$ cat config.mk
export PLATFORM = sky130hd
export DESIGN_NAME = irq_ctl
export DESIGN_NICKNAME = d
export VERILOG_FILES = /design/src/rtl/irq_ctl.sv
export SDC_FILE = /design/constraint.sdc
export NUM_CORES = 1
export LEC_CHECK = 0
export BUFFER_PORTS_ARGS = -buffer_cell sky130_fd_sc_hd__buf_2
export CAP_MARGIN = 20
export CELL_PAD_IN_SITES_DETAIL_PLACEMENT = 2
export CELL_PAD_IN_SITES_GLOBAL_PLACEMENT = 2
export CORE_ASPECT_RATIO = 1.2
export CORE_UTILIZATION = 19
export CTS_CLUSTER_SIZE = 20
export DETAILED_ROUTE_END_ITERATION = 16
export PLACE_DENSITY_LB_ADDON = 0.15
export SLEW_MARGIN = 20
export SYNTH_ARGS = -nofsm -noshare
export SYNTH_HDL_FRONTEND = slang
export SYNTH_SLANG_ARGS = --single-unit
$ cat constraint.sdc
create_clock -name clk -period 1.1 [get_ports clk]
set_input_delay 0.055 -clock clk [delete_from_list [all_inputs] [get_ports clk]]
set_output_delay 0.055 -clock clk [all_outputs]
set_load 0.01 [all_outputs]
$ cat src/rtl/irq_ctl.sv
module irq_ctl #(
  parameter int NSRC = 6,
  parameter logic [7:0] VEC_BASE = 8'h03,
  parameter int VEC_STEP = 8
) (
  input  logic       clk,
  input  logic       rst_n,
  input  logic       ext0_n,
  input  logic       ext1_n,
  input  logic       ext0_edge,
  input  logic       ext1_edge,
  input  logic       tmr0_ovf,
  input  logic       tmr1_ovf,
  input  logic       t2_ovf,
  input  logic       t2_ext,
  input  logic       ser_req,
  input  logic       en_wr,
  input  logic [7:0] en_wdata,
  output logic [7:0] en_rdata,
  input  logic       irq_ack,
  input  logic       reti,
  output logic       irq_req,
  output logic [2:0] irq_idx,
  output logic [7:0] irq_vec,
  output logic [5:0] src_pend
);
  localparam logic [7:0] EN_MASK = 8'hBF;

  logic [7:0] en_q;
  logic       ext0_prev, ext1_prev;
  logic       ext0_lat, ext1_lat;
  logic       tf0_q, tf1_q;
  logic       in_svc;
  logic [NSRC-1:0] act;
  logic       take;

  wire ext0_fall = ext0_prev & ~ext0_n;
  wire ext1_fall = ext1_prev & ~ext1_n;

  assign src_pend = {t2_ovf | t2_ext, ser_req, tf1_q,
                     ext1_edge ? ext1_lat : ~ext1_n,
                     tf0_q,
                     ext0_edge ? ext0_lat : ~ext0_n};

  assign act      = src_pend & en_q[NSRC-1:0] & {NSRC{en_q[7]}};
  assign irq_req  = (|act) & ~in_svc;
  assign take     = irq_ack & irq_req;
  assign en_rdata = en_q;

  always_comb begin
    irq_idx = '0;
    for (int i = NSRC-1; i >= 0; i--)
      if (act[i]) irq_idx = 3'(i);
  end

  assign irq_vec = VEC_BASE + 8'(VEC_STEP) * {5'd0, irq_idx};

  always_ff @(posedge clk) begin
    if (!rst_n) begin
      en_q      <= '0;
      ext0_prev <= 1'b1;
      ext1_prev <= 1'b1;
      ext0_lat  <= 1'b0;
      ext1_lat  <= 1'b0;
      tf0_q     <= 1'b0;
      tf1_q     <= 1'b0;
      in_svc    <= 1'b0;
    end else begin
      ext0_prev <= ext0_n;
      ext1_prev <= ext1_n;

      if (en_wr) en_q <= en_wdata & EN_MASK;

      if (ext0_edge && ext0_fall)             ext0_lat <= 1'b1;
      else if (!ext0_edge)                    ext0_lat <= 1'b0;
      else if (take && irq_idx == 3'd0)       ext0_lat <= 1'b0;

      if (ext1_edge && ext1_fall)             ext1_lat <= 1'b1;
      else if (!ext1_edge)                    ext1_lat <= 1'b0;
      else if (take && irq_idx == 3'd2)       ext1_lat <= 1'b0;

      if (tmr0_ovf)                           tf0_q <= 1'b1;
      else if (take && irq_idx == 3'd1)       tf0_q <= 1'b0;

      if (tmr1_ovf)                           tf1_q <= 1'b1;
      else if (take && irq_idx == 3'd3)       tf1_q <= 1'b0;

      if (take)      in_svc <= 1'b1;
      else if (reti) in_svc <= 1'b0;
    end
  end
endmodule

==> flow_metrics.py <==
metrics = {
    "outcome": {
        "outcome": "complete, but fails checks",
        "violated_checks": "negative setup slack",
    },
    "floorplanning": {
        "starting_density": 0.198,
        "dieHeight_um": 72.0,
        "design.core.area_um2": 3910,
        "dieArea_um2": 4340,
        "floorplan.rows": 25,
        "fp.dieW_um": 60.3,
        "ios": 48,
    },
    "synth": {
        "synth.top_cells.by_area": "sky130_fd_sc_hd__dfxtp_1 36%, sky130_fd_sc_hd__buf_4 13%, sky130_fd_sc_hd__mux2i_1 9.0%",
        "synth_top_cell_area_share": 0.361,
        "yosys-top-cells-count": "14 x sky130_fd_sc_hd__dfxtp_1, 13 x sky130_fd_sc_hd__buf_4, 11 x sky130_fd_sc_hd__nor2_1",
        "synth_most_common_cell": "sky130_fd_sc_hd__dfxtp_1",
        "synth_seq_area_share": 0.361,
        "asyncSetResetFlopFracSynth": 0,
        "ys.flop_type": "sky130_fd_sc_hd__dfxtp_1",
        "mappedNetlistArea_um2": 776,
        "postSynthCellCount": 90,
        "yosys_register_bits": 14,
        "postSynthAreaPerCell_um2": 8.62,
        "synth_edf_count": 0,
        "synth_warnings": 0,
        "synth_cell_types": 29,
        "synth_top_cell_by_area": "sky130_fd_sc_hd__dfxtp_1",
    },
    "cts": {
        "cts.htree.levels": 1,
        "clock_insertion_delay_worst_skew_ns": 0.25,
        "cts_buffers": 3,
        "clk_pin_slew_worst_paths_ns": 0.07,
        "cts.path.max_buffers": 2,
        "clock-root-buffer": "sky130_fd_sc_hd__clkbuf_8",
        "tritoncts": "built",
        "clkSinkCount": 14,
    },
    "worst_setup_path": {
        "critical_path_required_ns": 1.04,
        "critPathMaxFanout": 7,
        "rr_endpoint": "in_svc$_SDFFE_PN0P_",
        "worst_endpoint_data_arrival_time_ns": 1.40,
        "worst_setup_path_endpoint": "irq_req",
        "timing.critical_path.from_type": "register",
        "crit_path_start": "en_rdata[7]$_SDFFE_PN0P_",
        "timing.rr.start": "en_rdata[7]$_SDFFE_PN0P_",
        "timing.reg2reg.worst_path_depth": 5,
        "critical_path_class": "reg2out",
        "setup.worst_path.end_class": "primary output",
        "ff2ff_setup_slack_ns": -0.28,
    },
    "place": {
        "gp_congestion": 0.729,
        "placed_area_um2": 1080,
        "place_worst_setup_slack_ns": -0.190,
        "place.port_buffers": 40,
        "dp_hpwl_um": 1930,
    },
    "sta": {
        "finalClockSkew_ns": 0.000900,
        "fmax_ghz": 0.685,
        "rsz0062_at_grt": "yes",
        "timing.final.hold_violations": 0,
        "hold_slack_ns": 0.0131,
        "setup_violations": 13,
        "timing_max_transition_violations_final": 0,
        "fin_crit_ns": 1.46,
        "layout_setup_ws_ns": -0.359,
        "layout_worst_path_cycle_share": 1.33,
    },
    "route": {
        "via_per_inst": 4.09,
        "dr.first_iter.drc_count": 5,
        "drc": 0,
        "wire_per_inst_um": 12.3,
        "total_vias_in_the_final_route": 810,
        "finalWirelength_um": 2440,
        "drt_first_pass_iters": 2,
        "antenna_left": 0,
    },
    "grt": {
        "maximum_number_of_pins_on_one_net_before_global_route_repair": 10,
        "first_global_vias": 840,
        "grt_antenna_before_repair": 0,
        "gr-usage-all-layers": 0.117,
        "global_route.overflow_total": 0,
        "grt_first_pass_wirelength_um": 3860,
    },
    "pwr": {
        "leakage_power_nw": 0.625,
        "peak_ir_drop_on_the_vdd_network_mv": 0.307,
        "share_seq_of_total_power": 0.413,
        "pint_w": 0.000989,
        "p_sw_frac": 0.273,
        "comb_power_share": 0.203,
        "cellPowerDensity_nw_per_um2": 1070,
        "clockPowerShare": 0.384,
        "power.switching_w": 0.000372,
    },
    "final_layout": {
        "synthToLayoutAreaGrowth_pct": 63.2,
        "drive_above_1_share": 0.597,
        "final_area_um2": 1270,
        "fin_nets": 167,
        "finalCoreUtilization": 0.324,
        "antennaDiodeCount": 0,
    },
    "job": {
        "max_cap_viol_count": 0,
    },
    "worst_hold_path": {
        "worstHoldPathType": "in2reg",
    },
}
==> placed cells by master, fill, tap and decap left out, drive strengths merged, types with 2 or more instances in the layout <==
master,synthesis,routed
nor2,11,11
nand3,2,2
mux2i,7,7
nor3,2,2
dfxtp,14,14
clkbuf,1,4
nand2b,5,5
nand2,6,6
a21oi,6,6
o31ai,5,5
a31oi,2,2
inv,3,3
buf,13,60
nor2b,3,3
conb,2,6
==> repair_timing <==
item	CTS	global route
endpoints found under the setup margin	12	15
hold buffers	0	0
resized for setup	14	7
buffers inserted	2	4
pin swaps	3	3
endpoints found under the hold margin	0	0
==> per-layer routing <==
layer	part of all wire	track usage	routed length (um)
met2	0.52	0.210	1280
met1	0.41	0.134	1000
met3	0.059	0.0285	143
met4	0.0070	0.0310	17
met5	0	0	0
==> power groups by stage <==
stage	Sequential, W	Combinational (W)	Clock (W)
2_1_floorplan	0.000572	0.000143	0
3_3_place_gp	0.000571	0.000241	0
3_5_place_dp	0.000572	0.000246	0
4_1_cts	0.000563	0.000268	0.000530
5_1_grt	0.000566	0.000304	0.000562
6_report	0.000562	0.000276	0.000523
==> per-stage QoR <==
stage	cells	setup TNS (ns)	total power, W
finish	198	-3.12	0.00136
floorplan	94	-1.02	0.000715
detailed placement	189	-1.53	0.000818
CTS	195	-3.05	0.00136
global placement	189	-1.16	0.000812
global route	198	-3.86	0.00143
==> worst max-delay path: stages (launching register included) <==
cell,delay (ns)
sky130_fd_sc_hd__dfxtp_4,0.39
sky130_fd_sc_hd__nand2_2,0.06
sky130_fd_sc_hd__a211o_1,0.27
sky130_fd_sc_hd__and4b_1,0.22
sky130_fd_sc_hd__nor2_1,0.08
sky130_fd_sc_hd__buf_2,0.13
==> cell type report <==
cell class                 count  area, um2
timing repair buffer          60        358
fill                         476       2640
tap                           54       67.6
sequential                    14        288
inverter                       3       11.3
multi-input combinational     63        487
clock buffer                   4       55.1
==> cells by family after synthesis <==
| kind of cell | Yosys count | share of synthesized area |
|---|---|---|
| AO/OA/AOI/OAI | 16 | 0.158 |
| buffers and inverters | 17 | 0.145 |
| flip-flops | 14 | 0.361 |
| multiplexers | 7 | 0.0903 |
| other | 2 | 0.00968 |
| AND/OR/NAND/NOR | 34 | 0.236 |
==> how the worst min path moves through the flow <==
stage                           endpoint  startpoint  slack, ns  cells past startpoint
detailed placement  ext1_prev$_SDFF_PN1_      ext1_n       0.27                      2
CTS                 ext1_prev$_SDFF_PN1_      ext1_n       0.02                      2
floorplan           ext0_prev$_SDFF_PN1_       rst_n       0.13                      1
finish              ext0_prev$_SDFF_PN1_      ext0_n       0.01                      2
global route        ext0_prev$_SDFF_PN1_      ext0_n       0.02                      2
global placement    ext0_prev$_SDFF_PN1_      ext0_n       0.26                      2
==> state kept, by name, indices dropped and copies added (netlist names) <==
register,count
en_rdata,7
ext0_lat,1
ext0_prev,1
ext1_lat,1
ext1_prev,1
in_svc,1
tf0_q,1
tf1_q,1
No activity file was read; power rests on OpenSTA's default activity.
